## config.mk

```make
export PLATFORM = sky130hd
export DESIGN_NAME = sdram_init_seq
export DESIGN_NICKNAME = d
export VERILOG_FILES = /design/src/rtl/sdram_init_pkg.sv /design/src/rtl/init_wait_timer.sv /design/src/rtl/init_cmd_drive.sv /design/src/rtl/sdram_init_seq.sv
export SDC_FILE = /design/constraint.sdc
export NUM_CORES = 1
export LEC_CHECK = 0
export BUFFER_PORTS_ARGS = -buffer_cell sky130_fd_sc_hd__buf_2
export CORE_ASPECT_RATIO = 2
export CORE_MARGIN = 5
export CORE_UTILIZATION = 44
export DETAILED_ROUTE_END_ITERATION = 8
export PLACE_DENSITY = 0.75
export SLEW_MARGIN = 0
export SYNTH_ARGS = -nofsm -noshare
export SYNTH_HDL_FRONTEND = slang
export SYNTH_SLANG_ARGS = --single-unit
```

## constraint.sdc

```tcl
create_clock -name clk -period 1.86 [get_ports clk]
set_input_delay 0.372 -clock clk [delete_from_list [all_inputs] [get_ports clk]]
set_output_delay 0.372 -clock clk [all_outputs]
set_load 0.02 [all_outputs]
```

## src/rtl/sdram_init_pkg.sv

```systemverilog
package sdram_init_pkg;

  typedef enum logic [3:0] {
    ST_SETTLE,
    ST_PALL,
    ST_WAIT_RP,
    ST_REF,
    ST_WAIT_RC,
    ST_MRS,
    ST_WAIT_MRS,
    ST_EMRS,
    ST_WAIT_EMRS,
    ST_DONE
  } seq_state_e;

  // {cs_n, ras_n, cas_n, we_n}
  typedef enum logic [3:0] {
    CMD_LOAD = 4'b0000,
    CMD_REF  = 4'b0001,
    CMD_PRE  = 4'b0010,
    CMD_NOP  = 4'b0111
  } bus_cmd_e;

endpackage

```

## src/rtl/init_wait_timer.sv

```systemverilog
module init_wait_timer #(
  parameter int unsigned CW = 14,
  parameter logic [CW-1:0] RST_VAL = '0
) (
  input  logic          clk,
  input  logic          rst_n,
  input  logic          load,
  input  logic [CW-1:0] load_val,
  output logic          expired
);

  logic [CW-1:0] cnt_q, cnt_d;
  logic          cnt_en;

  assign expired = (cnt_q == '0);
  assign cnt_en  = load || !expired;

  always_comb begin
    cnt_d = cnt_q;
    if (load)          cnt_d = load_val;
    else if (!expired) cnt_d = cnt_q - CW'(1);
  end

  always_ff @(posedge clk or negedge rst_n) begin
    if (!rst_n)      cnt_q <= RST_VAL;
    else if (cnt_en) cnt_q <= cnt_d;
  end

endmodule

```

## src/rtl/init_cmd_drive.sv

```systemverilog
module init_cmd_drive
  import sdram_init_pkg::*;
#(
  parameter int unsigned ADDR_W = 13,
  parameter int unsigned BA_W   = 2
) (
  input  seq_state_e        state,
  input  logic [ADDR_W-1:0] mode_word,
  input  logic [ADDR_W-1:0] ext_word,
  output logic              cke,
  output logic              cs_n,
  output logic              ras_n,
  output logic              cas_n,
  output logic              we_n,
  output logic              dqm,
  output logic              dq_oe,
  output logic [ADDR_W-1:0] addr,
  output logic [BA_W-1:0]   ba
);

  localparam logic [ADDR_W-1:0] ALL_BANKS = ADDR_W'(1) << 10;
  localparam logic [BA_W-1:0]   BA_MODE   = '0;
  localparam logic [BA_W-1:0]   BA_EXT    = BA_W'(2);

  bus_cmd_e cmd;

  always_comb begin
    cmd  = CMD_NOP;
    addr = '0;
    ba   = '0;
    unique case (state)
      ST_PALL: begin cmd = CMD_PRE;  addr = ALL_BANKS; end
      ST_REF:  begin cmd = CMD_REF; end
      ST_MRS:  begin cmd = CMD_LOAD; addr = mode_word; ba = BA_MODE; end
      ST_EMRS: begin cmd = CMD_LOAD; addr = ext_word;  ba = BA_EXT;  end
      default: cmd = CMD_NOP;
    endcase
  end

  assign {cs_n, ras_n, cas_n, we_n} = cmd;
  assign cke   = 1'b1;
  assign dqm   = 1'b1;
  assign dq_oe = 1'b0;

endmodule

```

## src/rtl/sdram_init_seq.sv

```systemverilog
module sdram_init_seq
  import sdram_init_pkg::*;
#(
  parameter int unsigned ADDR_W     = 13,
  parameter int unsigned BA_W       = 2,
  parameter int unsigned SETTLE_CYC = 12500,
  parameter int unsigned REF_COUNT  = 2,
  parameter int unsigned TRP        = 3,
  parameter int unsigned TRC        = 8,
  parameter int unsigned TMRD       = 2
) (
  input  logic              clk,
  input  logic              rst_n,
  input  logic              load_first,
  input  logic [ADDR_W-1:0] mode_word,
  input  logic [ADDR_W-1:0] ext_word,
  output logic              mem_cke,
  output logic              mem_cs_n,
  output logic              mem_ras_n,
  output logic              mem_cas_n,
  output logic              mem_we_n,
  output logic              mem_dqm,
  output logic              mem_dq_oe,
  output logic [ADDR_W-1:0] mem_addr,
  output logic [BA_W-1:0]   mem_ba,
  output logic              init_done
);

  localparam int unsigned GAP_MAX = (TRC > TRP) ? ((TRC > TMRD) ? TRC : TMRD)
                                                : ((TRP > TMRD) ? TRP : TMRD);
  localparam int unsigned T_MAX   = (SETTLE_CYC > GAP_MAX) ? SETTLE_CYC : GAP_MAX;
  localparam int unsigned CW      = $clog2(T_MAX + 1);
  localparam int unsigned RW      = $clog2(REF_COUNT + 1);
  localparam logic [CW-1:0] SETTLE_LD = CW'(SETTLE_CYC - 1);
  localparam logic [CW-1:0] RP_LD     = CW'(TRP - 2);
  localparam logic [CW-1:0] RC_LD     = CW'(TRC - 2);
  localparam logic [CW-1:0] MRD_LD    = CW'(TMRD - 2);

  seq_state_e    st_q, st_d;
  logic [RW-1:0] refs_q, refs_d;
  logic          regs_q, regs_d;
  logic          tmr_load, tmr_exp;
  logic [CW-1:0] tmr_val;

  init_wait_timer #(.CW(CW), .RST_VAL(SETTLE_LD)) u_timer (
    .clk(clk), .rst_n(rst_n), .load(tmr_load), .load_val(tmr_val), .expired(tmr_exp)
  );

  always_comb begin
    st_d     = st_q;
    refs_d   = refs_q;
    regs_d   = regs_q;
    tmr_load = 1'b0;
    tmr_val  = '0;
    unique case (st_q)
      ST_SETTLE:   if (tmr_exp) st_d = ST_PALL;
      ST_PALL:     begin tmr_load = 1'b1; tmr_val = RP_LD; st_d = ST_WAIT_RP; end
      ST_WAIT_RP:  if (tmr_exp) st_d = load_first ? ST_MRS : ST_REF;
      ST_REF: begin
        tmr_load = 1'b1;
        tmr_val  = RC_LD;
        refs_d   = refs_q - RW'(1);
        st_d     = ST_WAIT_RC;
      end
      ST_WAIT_RC: if (tmr_exp) begin
        if (refs_q != '0)  st_d = ST_REF;
        else if (regs_q)   st_d = ST_DONE;
        else               st_d = ST_MRS;
      end
      ST_MRS:      begin tmr_load = 1'b1; tmr_val = MRD_LD; st_d = ST_WAIT_MRS; end
      ST_WAIT_MRS: if (tmr_exp) st_d = ST_EMRS;
      ST_EMRS: begin
        tmr_load = 1'b1;
        tmr_val  = MRD_LD;
        regs_d   = 1'b1;
        st_d     = ST_WAIT_EMRS;
      end
      ST_WAIT_EMRS: if (tmr_exp) st_d = (refs_q != '0) ? ST_REF : ST_DONE;
      ST_DONE:     st_d = ST_DONE;
      default:     st_d = ST_SETTLE;
    endcase
  end

  always_ff @(posedge clk or negedge rst_n) begin
    if (!rst_n) begin
      st_q   <= ST_SETTLE;
      refs_q <= RW'(REF_COUNT);
      regs_q <= 1'b0;
    end else begin
      st_q   <= st_d;
      refs_q <= refs_d;
      regs_q <= regs_d;
    end
  end

  assign init_done = (st_q == ST_DONE);

  init_cmd_drive #(.ADDR_W(ADDR_W), .BA_W(BA_W)) u_drive (
    .state(st_q), .mode_word(mode_word), .ext_word(ext_word),
    .cke(mem_cke), .cs_n(mem_cs_n), .ras_n(mem_ras_n), .cas_n(mem_cas_n),
    .we_n(mem_we_n), .dqm(mem_dqm), .dq_oe(mem_dq_oe), .addr(mem_addr), .ba(mem_ba)
  );

endmodule

```

==> results of run 1 <==
-- worst paths after layout --
kind,startpoint,end,slack [ps],cells after the start
setup / recovery,st_q[2],mem_addr[4],-40,5
setup reg to reg,u_timer.cnt_q[0],st_q[2],40,8
hold reg to reg,refs_q[1],refs_q[1],490,2
max in group asynchronous,rst_n,st_q[1],1440,1
hold / removal,rst_n,u_timer.cnt_q[9],60,1
min in group clk,refs_q[1],refs_q[1],490,2
-- flip-flops by register name, indices dropped and copies added (netlist names) --
name	flops
st_q	4
u_timer.cnt_q	14
refs_q	2
regs_q	1
-- cells by family after synthesis --
family,after synthesis,share of synthesized area
and+or+nand+nor,56,0.231
buffers and inverters,23,0.0758
xor gates and xnor gates,3,0.0183
DFF,21,0.373
other,2,0.00523
muxes,4,0.0287
adders and majority gates,2,0.0174
AOI/OAI and AO/OA,51,0.251
-- final cells by class --
class	count	area share
clock buffer	3	0.0193
clock inverter	1	0.00233
multi-input combinational	121	0.454
sequential	21	0.251
timing repair buffer	73	0.239
tap	31	0.0181
inverter	9	0.0158
-- per-layer routing --
metal	vias to the layer above	global-route usage	wire (µm)
met5	-	0	0
met4	0	0.122	235
met3	18	0.0397	314
met2	82	0.394	2700
met1	738	0.199	1510
li1	721	-	-
-- worst register-to-register path: stages, from the launching register on --
cell,delay [ps]
sky130_fd_sc_hd__dfstp_2,550
sky130_fd_sc_hd__inv_2,60
sky130_fd_sc_hd__ha_4,150
sky130_fd_sc_hd__nor4b_4,130
sky130_fd_sc_hd__buf_4,150
sky130_fd_sc_hd__a41oi_1,210
sky130_fd_sc_hd__buf_4,190
sky130_fd_sc_hd__a2111oi_4,50
sky130_fd_sc_hd__a31o_1,200
-- report_power, final --
part | leakage (nW) | internal, mW | switching (mW)
sequential | 0.243 | 0.457 | 0
clock | 0.0255 | 0.150 | 0.160
combinational | 0.740 | 0.0212 | 0.0329
total | 1.01 | 0.628 | 0.193
-- synth_stat cells, types with 4 or more instances --
| cell | number | area share |
|---|---|---|
| sky130_fd_sc_hd__a21oi_1 | 12 | 0.042 |
| sky130_fd_sc_hd__a22o_1 | 12 | 0.073 |
| sky130_fd_sc_hd__buf_4 | 5 | 0.026 |
| sky130_fd_sc_hd__clkbuf_1 | 6 | 0.016 |
| sky130_fd_sc_hd__dfrtp_1 | 13 | 0.23 |
| sky130_fd_sc_hd__dfstp_2 | 8 | 0.15 |
| sky130_fd_sc_hd__inv_1 | 9 | 0.024 |
| sky130_fd_sc_hd__nand2_1 | 6 | 0.016 |
| sky130_fd_sc_hd__nand3_1 | 4 | 0.014 |
| sky130_fd_sc_hd__nor2_1 | 12 | 0.031 |
| sky130_fd_sc_hd__nor2b_1 | 4 | 0.017 |
| sky130_fd_sc_hd__o21ai_0 | 9 | 0.031 |
| sky130_fd_sc_hd__o31ai_1 | 4 | 0.021 |
| sky130_fd_sc_hd__or3_1 | 6 | 0.026 |
-- what timing repair did --
| action | in CTS | in global routing |
|---|---|---|
| cloned | 1 | 0 |
| pin swaps | 3 | 3 |
| endpoints found under the setup margin | 19 | 27 |
| gates resized for setup | 33 | 13 |
| setup buffers | 6 | 2 |
==> load_flow_metrics.sql, run 1 <==
INSERT INTO impl_metrics (metric_group, metric, value, unit) VALUES
('outcome', 'run_status', 'finished, violations left', ''),
('outcome', 'failed_checks', 'setup timing', ''),
('clock_network', 'clock_tree.htree_level_count', '1', ''),
('sta', 'final_min_period_over_clock_period', '1.02', ''),
('cells_and_area', 'register_area', '539', 'µm²'),
('setup_path', 'crit_required', '1490', 'ps'),
('sta', 'setup_slack', '-37.1', 'ps'),
('clock_network', 'clock_insertion_delay_worst_skew', '270', 'ps'),
('place', 'place.detailed.instances', '246', ''),
('place', 'globalplace.congestion', '0.918', ''),
('floorplanning', 'top_level_ports', '52', ''),
('cells_and_area', 'most-common-layout-cells', 'sky130_fd_sc_hd__buf_2 (34), sky130_fd_sc_hd__buf_4 (28)', ''),
('sta', 'worst_slew_margin_rel', '0.669', ''),
('setup_path', 'setup.worst_path.end_class', 'output port', ''),
('grt', 'wire_length_of_the_first_global_routing_pass', '7710', 'µm'),
('drt', 'number_of_drc_violations_after_detailed_routing', '0', ''),
('floorplanning', 'die_height', '90.8', 'µm'),
('clock_network', 'cts.sink_count', '21', ''),
('sta', 'hold_viol', '0', ''),
('floorplanning', 'core_region_area', '3160', 'µm²'),
('cells_and_area', 'final_area', '2140', 'µm²'),
('floorplanning', 'fp.dieArea', '4580', 'µm²'),
('sta', 'layout_min_cycle_time', '1900', 'ps'),
('grt', 'first_global_vias', '1739', ''),
('clock_network', 'cts_buffers', '3', ''),
('sta', 'tightestPinTransition', '493', 'ps'),
('setup_path', 'cp_slowest_stage_delay', '450', 'ps'),
('setup_path', 'path_cells', 'inv_1 -> nor3_4 -> buf_12 -> a22o_1 -> buf_6', ''),
('yosys', 'syn-mean-instance-area', '8.87', 'µm²'),
('drt', 'finalWirelength', '4760', 'µm'),
('cells_and_area', 'finish.net_count', '260', ''),
('power', 'static-leakage-power', '1.01', 'nW'),
('yosys', 'synthArstFlopShare', '1.00', ''),
('cells_and_area', 'stdcell_count', '259', ''),
('power', 'power_density', '383', 'nW/µm²'),
('sta', 'skew', '5.19', 'ps'),
('sta', 'maxSlewViolCount', '0', ''),
('yosys', 'synth-main-ff-cell', 'sky130_fd_sc_hd__dfrtp_1', ''),
('power', 'maximum_vdd_ir_drop', '354', 'µV'),
('place', 'post-dp-hpwl', '3410', 'µm'),
('cells_and_area', 'area_of_combinational_cells_with_multiple_inputs', '973', 'µm²'),
('clock_network', 'cts_tree', 'yes', ''),
('min_path', 'hold_wc_path_type', 'primary input to async pin', ''),
('drt', 'routed_via_density', '6.02', ''),
('place', 'place_ws', '-69.1', 'ps'),
('setup_path', 'critPathArrivalTime', '1530', 'ps'),
('sta', 'holdWs', '58.3', 'ps'),
('setup_path', 'critPathBufInv', '3', ''),
('sta', 'rsz0062_at_grt', 'true', ''),
('cells_and_area', 'most_common_library_cell_in_the_layout_ignoring_fill_and_taps', 'sky130_fd_sc_hd__buf_2', ''),
('power', 'fin_total_pwr', '820', 'µW'),
('yosys', 'syn_inst', '162', ''),
('grt', 'pin_count_of_the_biggest_net_entering_global_routing', '22', ''),
('sta', 'maxClockFrequency', '0.527', 'GHz'),
('clock_network', 'cts_root_buffer', 'sky130_fd_sc_hd__clkbuf_8', ''),
('yosys', 'synth_warn', '0', ''),
('clock_network', 'cts.path.max_buffers', '2', ''),
('cells_and_area', 'layout-drive-gt1-share', '0.535', ''),
('sta', 'timing.final.setup_violations', '10', ''),
('clock_network', 'worst_setup_hold_path_clk_slew', '80', 'ps'),
('yosys', 'synth_cell_type_count', '48', ''),
('yosys', 'mapped_area', '1440', 'µm²'),
('grt', 'globalRouteOverflowTotal', '0', ''),
('setup_path', 'timing.critical_path.from_type', 'flop', ''),
('cells_and_area', 'post-route-util', '0.679', ''),
('place', 'io_buffers', '46', ''),
('yosys', 'synth_edf_count', '0', ''),
('yosys', 'postSynthRegisterBits', '21', ''),
('floorplanning', 'dieWidth', '50.4', 'µm'),
('sta', 'setup_tns', '-168', 'ps'),
('drt', 'drt_pass_1_iters', '4', '');
Power figures use the tool's default switching activity.
==> inputs of run 2 (changes only) <==
- RECOVER_POWER: default -> 50
==> load_flow_metrics.sql, run 2 (synthesis results as in run 1) <==
INSERT INTO impl_metrics (metric_group, metric, value, unit) VALUES
('drt', 'detailroute.via_count', '1554', ''),
('sta', 'skew', '5.25', 'ps'),
('place', 'io_buffers', '46', ''),
('setup_path', 'r2r_end', 'st_q[2]', ''),
('clock_network', 'cts_root_buffer', 'sky130_fd_sc_hd__clkbuf_8', ''),
('sta', 'timing.final.setup_violations', '10', ''),
('drt', 'drt-initial-drc-count', '32', ''),
('drt', 'drt_pass_1_iters', '4', ''),
('setup_path', 'cp_slowest_stage_delay', '390', 'ps'),
('grt', 'grt_util_all_layers', '0.211', ''),
('drt', 'number_of_drc_violations_after_detailed_routing', '0', ''),
('floorplanning', 'top_level_ports', '52', ''),
('sta', 'rsz0062_at_grt', 'true', ''),
('clock_network', 'cts_tree', 'yes', ''),
('setup_path', 'critPathArrivalTime', '1520', 'ps'),
('setup_path', 'crit_path_end', 'mem_addr[4]', ''),
('grt', 'pin_count_of_the_biggest_net_entering_global_routing', '22', ''),
('cells_and_area', 'reg_top3', 'u_timer.cnt_q (14), st_q (4), refs_q (2)', ''),
('sta', 'maxClockFrequency', '0.527', 'GHz'),
('cells_and_area', 'finish.net_count', '260', ''),
('sta', 'final_min_period_over_clock_period', '1.02', ''),
('setup_path', 'critPathBufInv', '4', ''),
('power', 'maximum_vdd_ir_drop', '352', 'µV'),
('setup_path', 'path_class', 'flop to output port', ''),
('setup_path', 'cp_common_cell', 'sky130_fd_sc_hd__buf_6', ''),
('setup_path', 'timing.critical_path.from_type', 'flop', ''),
('sta', 'maxSlewViolCount', '0', ''),
('cells_and_area', 'stdcell_count', '259', ''),
('power', 'static-leakage-power', '1.01', 'nW'),
('floorplanning', 'core_region_area', '3160', 'µm²'),
('floorplanning', 'dieWidth', '50.4', 'µm'),
('sta', 'setup_slack', '-35.9', 'ps'),
('cells_and_area', 'most_common_library_cell_in_the_layout_ignoring_fill_and_taps', 'sky130_fd_sc_hd__buf_2', ''),
('outcome', 'run_status', 'finished, violations left', ''),
('setup_path', 'reg2reg_depth', '8', ''),
('setup_path', 'crit_family', 'buffers and inverters', ''),
('grt', 'globalRouteOverflowTotal', '0', ''),
('min_path', 'hold_wc_path_type', 'primary input to async pin', ''),
('sta', 'layout_min_cycle_time', '1900', 'ps'),
('setup_path', 'crit_required', '1490', 'ps'),
('floorplanning', 'initial_core_util', '0.455', ''),
('power', 'fin_total_pwr', '819', 'µW'),
('sta', 'worst_slew_margin_rel', '0.242', ''),
('place', 'place.detailed.instances', '246', ''),
('floorplanning', 'number_of_placement_rows', '29', ''),
('place', 'placement.cell_area', '1870', 'µm²'),
('floorplanning', 'die_height', '90.8', 'µm'),
('grt', 'initial_antenna_violation_count', '0', ''),
('grt', 'first_global_vias', '1739', ''),
('clock_network', 'clock_tree.htree_level_count', '1', ''),
('cells_and_area', 'largest_register_ffs', '14', ''),
('setup_path', 'setup.worst_path.end_class', 'output port', ''),
('cells_and_area', 'filler_cell_count', '240', ''),
('clock_network', 'cts.sink_count', '21', ''),
('cells_and_area', 'num_antenna_cells', '0', ''),
('power', 'power_density', '382', 'nW/µm²'),
('grt', 'wire_length_of_the_first_global_routing_pass', '7710', 'µm'),
('sta', 'hold_viol', '0', ''),
('clock_network', 'cts_hold_buf', '0', ''),
('clock_network', 'worst_setup_hold_path_clk_slew', '80', 'ps'),
('clock_network', 'cts.path.max_buffers', '2', ''),
('cells_and_area', 'post-route-util', '0.679', ''),
('setup_path', 'crit_slowest_cell', 'sky130_fd_sc_hd__dfrtp_1', ''),
('drt', 'finalWirelength', '4740', 'µm'),
('flow_run', 'drv.max_cap_violation_count', '0', ''),
('place', 'globalplace.congestion', '0.918', ''),
('sta', 'tightestPinTransition', '1140', 'ps'),
('setup_path', 'path_cells', 'buf_4 -> inv_2 -> nand2_2 -> nor2_4 -> buf_6 -> a22o_1 -> buf_6', ''),
('clock_network', 'clock_insertion_delay_worst_skew', '270', 'ps'),
('cells_and_area', 'final_area', '2140', 'µm²'),
('cells_and_area', 'largest_register', 'u_timer.cnt_q', ''),
('cells_and_area', 'layout-drive-gt1-share', '0.531', ''),
('setup_path', 'reg2reg_setup_slack', '40', 'ps'),
('drt', 'number_of_antenna_violating_nets_in_the_routed_design', '0', ''),
('floorplanning', 'fp.dieArea', '4580', 'µm²'),
('drt', 'routed_via_density', '6.00', ''),
('place', 'post-dp-hpwl', '3410', 'µm'),
('setup_path', 'worstSetupPathDepth', '7', ''),
('outcome', 'failed_checks', 'setup timing', ''),
('setup_path', 'startpoint', 'st_q[3]', ''),
('clock_network', 'cts_buffers', '3', ''),
('setup_path', 'critPathMaxFanout', '8', ''),
('drt', 'routedWlPerCell', '18.3', 'µm'),
('setup_path', 'worstReg2RegStart', 'u_timer.cnt_q[1]', ''),
('cells_and_area', 'most-common-layout-cells', 'sky130_fd_sc_hd__buf_2 (33), sky130_fd_sc_hd__buf_4 (28)', ''),
('cells_and_area', 'flow.area_growth_from_synthesis', '49.2', '%');
run 2: worst min-delay path by stage:
stage	endpoint	slack, ps	cells past startpoint
after floorplan	refs_q[0]	80	0
after global placement	st_q[0]	350	1
after detailed placement	st_q[3]	360	1
after CTS	u_timer.cnt_q[9]	70	1
after global routing	u_timer.cnt_q[9]	430	1
final	u_timer.cnt_q[9]	300	1
run 2: layer usage:
layer	vias up	routed length [µm]	GRT usage
met2	78	2700	0.394
met5	-	0	0
met4	0	235	0.122
met3	18	291	0.0397
li1	722	-	-
met1	736	1510	0.199
run 2: where the power goes:
part	internal, mW	total (mW)	switching (mW)	leakage, nW
logic	0.0209	0.0536	0.0327	0.737
registers	0.457	0.457	0	0.243
clock network	0.150	0.308	0.159	0.0255
total	0.627	0.819	0.191	1.01
run 2: timing repair:
action | CTS | global route
gates resized for setup | 33 | 13
buffers inserted | 6 | 2
endpoints found under the setup margin | 19 | 27
cloned | 1 | 0
pin swaps | 3 | 3
run 2: layout make-up:
class,instances,area (µm²),share of cell area
multi-input cells,121,973,0.454
flip-flops and latches,21,539,0.252
repair buffers,73,512,0.239
clock buffers,3,41.3,0.0193
well taps,31,38.8,0.0181
inverters,9,33.8,0.0158
clock inverters,1,5.00,0.00234
run 2: worst register-to-register path, delay by kind of cell (launching register included):
| kind | cells | cell delay [ps] |
|---|---|---|
| buffers and inverters | 3 | 390 |
| AOI/OAI and AO/OA | 3 | 460 |
| DFF | 1 | 560 |
| and+or+nand+nor | 1 | 130 |
| adders and majority gates | 1 | 150 |
run 2: metrics by stage:
stage,hold WS (ps),TNS [ps],worst slack (ps)
final,305,-164,-35.9
after global routing,430,-1150,-107
after CTS,74.7,-71.6,-33.7
after detailed placement,360,-99.1,-69.1
after global placement,353,-27.6,-27.6
after floorplan,76.4,0,11.8
==> inputs of run 3 (changes only) <==
- CAP_MARGIN: default -> 30
- RECOVER_POWER: 50 -> 25
- SKIP_CTS_REPAIR_TIMING: default -> 1
==> load_flow_metrics.sql, run 3 (synthesis results as in run 1) <==
INSERT INTO impl_metrics (metric_group, metric, value, unit) VALUES
('outcome', 'run_status', 'finished, violations left', ''),
('outcome', 'failed_checks', 'setup timing', ''),
('sta', 'setup_slack', '-74.3', 'ps'),
('grt', 'grt_util_all_layers', '0.190', ''),
('clock_network', 'cts.path.max_buffers', '2', ''),
('drt', 'routedWlPerCell', '18.3', 'µm'),
('cells_and_area', 'num_antenna_cells', '0', ''),
('setup_path', 'critPathBufInv', '4', ''),
('floorplanning', 'initial_core_util', '0.455', ''),
('clock_network', 'worst_setup_hold_path_clk_slew', '80', 'ps'),
('cells_and_area', 'layout-drive-gt1-share', '0.529', ''),
('floorplanning', 'fp.dieArea', '4580', 'µm²'),
('flow_run', 'drv.max_cap_violation_count', '0', ''),
('grt', 'wire_length_of_the_first_global_routing_pass', '7010', 'µm'),
('sta', 'tightestPinTransition', '1160', 'ps'),
('setup_path', 'critPathMaxFanout', '8', ''),
('power', 'static-leakage-power', '0.995', 'nW'),
('place', 'globalplace.congestion', '0.918', ''),
('cells_and_area', 'flow.area_growth_from_synthesis', '46.8', '%'),
('sta', 'skew', '3.97', 'ps'),
('sta', 'final_min_period_over_clock_period', '1.04', ''),
('drt', 'detailroute.via_count', '1563', ''),
('cells_and_area', 'post-route-util', '0.668', ''),
('setup_path', 'timing.critical_path.from_type', 'flop', ''),
('place', 'post-dp-hpwl', '3410', 'µm'),
('clock_network', 'cts_tree', 'yes', ''),
('clock_network', 'cts.sink_count', '21', ''),
('clock_network', 'clock_insertion_delay_worst_skew', '260', 'ps'),
('cells_and_area', 'stdcell_count', '256', ''),
('clock_network', 'clock_tree.htree_level_count', '1', ''),
('grt', 'globalRouteOverflowTotal', '0', ''),
('power', 'power_density', '386', 'nW/µm²'),
('place', 'place.detailed.instances', '246', ''),
('setup_path', 'worstReg2RegStart', 'u_timer.cnt_q[5]', ''),
('setup_path', 'cp_slowest_stage_delay', '390', 'ps'),
('drt', 'number_of_drc_violations_after_detailed_routing', '0', ''),
('setup_path', 'setup.worst_path.end_class', 'output port', ''),
('cells_and_area', 'reg_top3', 'u_timer.cnt_q (14), st_q (4), refs_q (2)', ''),
('cells_and_area', 'most_common_library_cell_in_the_layout_ignoring_fill_and_taps', 'sky130_fd_sc_hd__buf_2', ''),
('setup_path', 'critPathArrivalTime', '1560', 'ps'),
('min_path', 'hold_wc_path_type', 'primary input to async pin', ''),
('cells_and_area', 'most-common-layout-cells', 'sky130_fd_sc_hd__buf_2 (33), sky130_fd_sc_hd__buf_4 (29), sky130_fd_sc_hd__nor2_1 (11)', ''),
('sta', 'maxClockFrequency', '0.517', 'GHz'),
('setup_path', 'worstSetupPathDepth', '7', ''),
('drt', 'routed_via_density', '6.11', ''),
('cells_and_area', 'finish.net_count', '257', ''),
('place', 'io_buffers', '46', ''),
('sta', 'timing.final.setup_violations', '13', ''),
('sta', 'worst_slew_margin_rel', '0.228', ''),
('floorplanning', 'die_height', '90.8', 'µm'),
('drt', 'drt_pass_1_iters', '5', ''),
('power', 'maximum_vdd_ir_drop', '367', 'µV'),
('clock_network', 'cts_buffers', '3', ''),
('cells_and_area', 'final_area', '2110', 'µm²'),
('setup_path', 'crit_family', 'buffers and inverters', ''),
('floorplanning', 'number_of_placement_rows', '29', ''),
('setup_path', 'crit_required', '1490', 'ps'),
('grt', 'pin_count_of_the_biggest_net_entering_global_routing', '22', ''),
('power', 'fin_total_pwr', '814', 'µW'),
('place', 'placement.cell_area', '1870', 'µm²'),
('sta', 'hold_viol', '0', ''),
('floorplanning', 'dieWidth', '50.4', 'µm'),
('drt', 'finalWirelength', '4700', 'µm'),
('grt', 'first_global_vias', '1650', ''),
('cells_and_area', 'largest_register_ffs', '14', ''),
('drt', 'number_of_antenna_violating_nets_in_the_routed_design', '0', ''),
('clock_network', 'cts_root_buffer', 'sky130_fd_sc_hd__clkbuf_8', ''),
('cells_and_area', 'filler_cell_count', '246', ''),
('sta', 'rsz0062_at_grt', 'true', ''),
('grt', 'initial_antenna_violation_count', '0', ''),
('setup_path', 'path_class', 'flop to output port', ''),
('floorplanning', 'top_level_ports', '52', ''),
('drt', 'drt-initial-drc-count', '31', ''),
('cells_and_area', 'largest_register', 'u_timer.cnt_q', ''),
('setup_path', 'crit_slowest_cell', 'sky130_fd_sc_hd__dfrtp_1', ''),
('setup_path', 'startpoint', 'st_q[3]', ''),
('setup_path', 'path_cells', 'buf_4 -> inv_1 -> nand2_1 -> nor2_4 -> buf_6 -> a22o_1 -> buf_6', ''),
('floorplanning', 'core_region_area', '3160', 'µm²'),
('sta', 'maxSlewViolCount', '0', ''),
('setup_path', 'reg2reg_depth', '4', ''),
('sta', 'layout_min_cycle_time', '1930', 'ps'),
('setup_path', 'cp_common_cell', 'sky130_fd_sc_hd__buf_6', '');
-- run 3: cell count changes in the layout (fill, tap and decap cells not counted), sizes merged --
cell	before	now
buf	72	69
-- run 3: final cells by class --
| cell class | instances | area (µm²) | area share |
|---|---|---|---|
| repair buffers | 70 | 474 | 0.225 |
| multi-input cells | 121 | 976 | 0.463 |
| clock buffers | 3 | 41.3 | 0.0196 |
| inverters | 9 | 33.8 | 0.0160 |
| well taps | 31 | 38.8 | 0.0184 |
| flip-flops and latches | 21 | 539 | 0.256 |
| clock inverters | 1 | 5.00 | 0.00237 |
-- run 3: metal layers --
| metal | share of wire | up-vias | GRT usage |
|---|---|---|---|
| met5 | 0 | - | 0 |
| met3 | 0.061 | 14 | 0.0281 |
| li1 | - | 719 | - |
| met4 | 0.039 | 0 | 0.0853 |
| met1 | 0.33 | 753 | 0.180 |
| met2 | 0.57 | 77 | 0.370 |
-- run 3: stage by stage --
stage                     hold WS, ps  setup TNS, ps  setup WS (ps)
after floorplan                  76.4              0           11.8
after global placement            353          -27.6          -27.6
after detailed placement          360          -99.1          -69.1
after CTS                        74.8          -2070           -166
after global routing              420          -1750           -142
final                             317           -666          -74.3
-- run 3: worst paths after layout --
check	endpoint	slack (ps)
max	mem_addr[4]	-70
min	st_q[3]	320
max reg2reg	u_timer.cnt_q[8]	0
min reg2reg	refs_q[1]	490
max in group asynchronous	st_q[2]	780
min in group clk	refs_q[1]	490
-- run 3: power by group --
group | total, mW | switching (mW) | internal (mW)
logic | 0.0529 | 0.0321 | 0.0208
registers | 0.457 | 0 | 0.457
clock network | 0.304 | 0.155 | 0.149
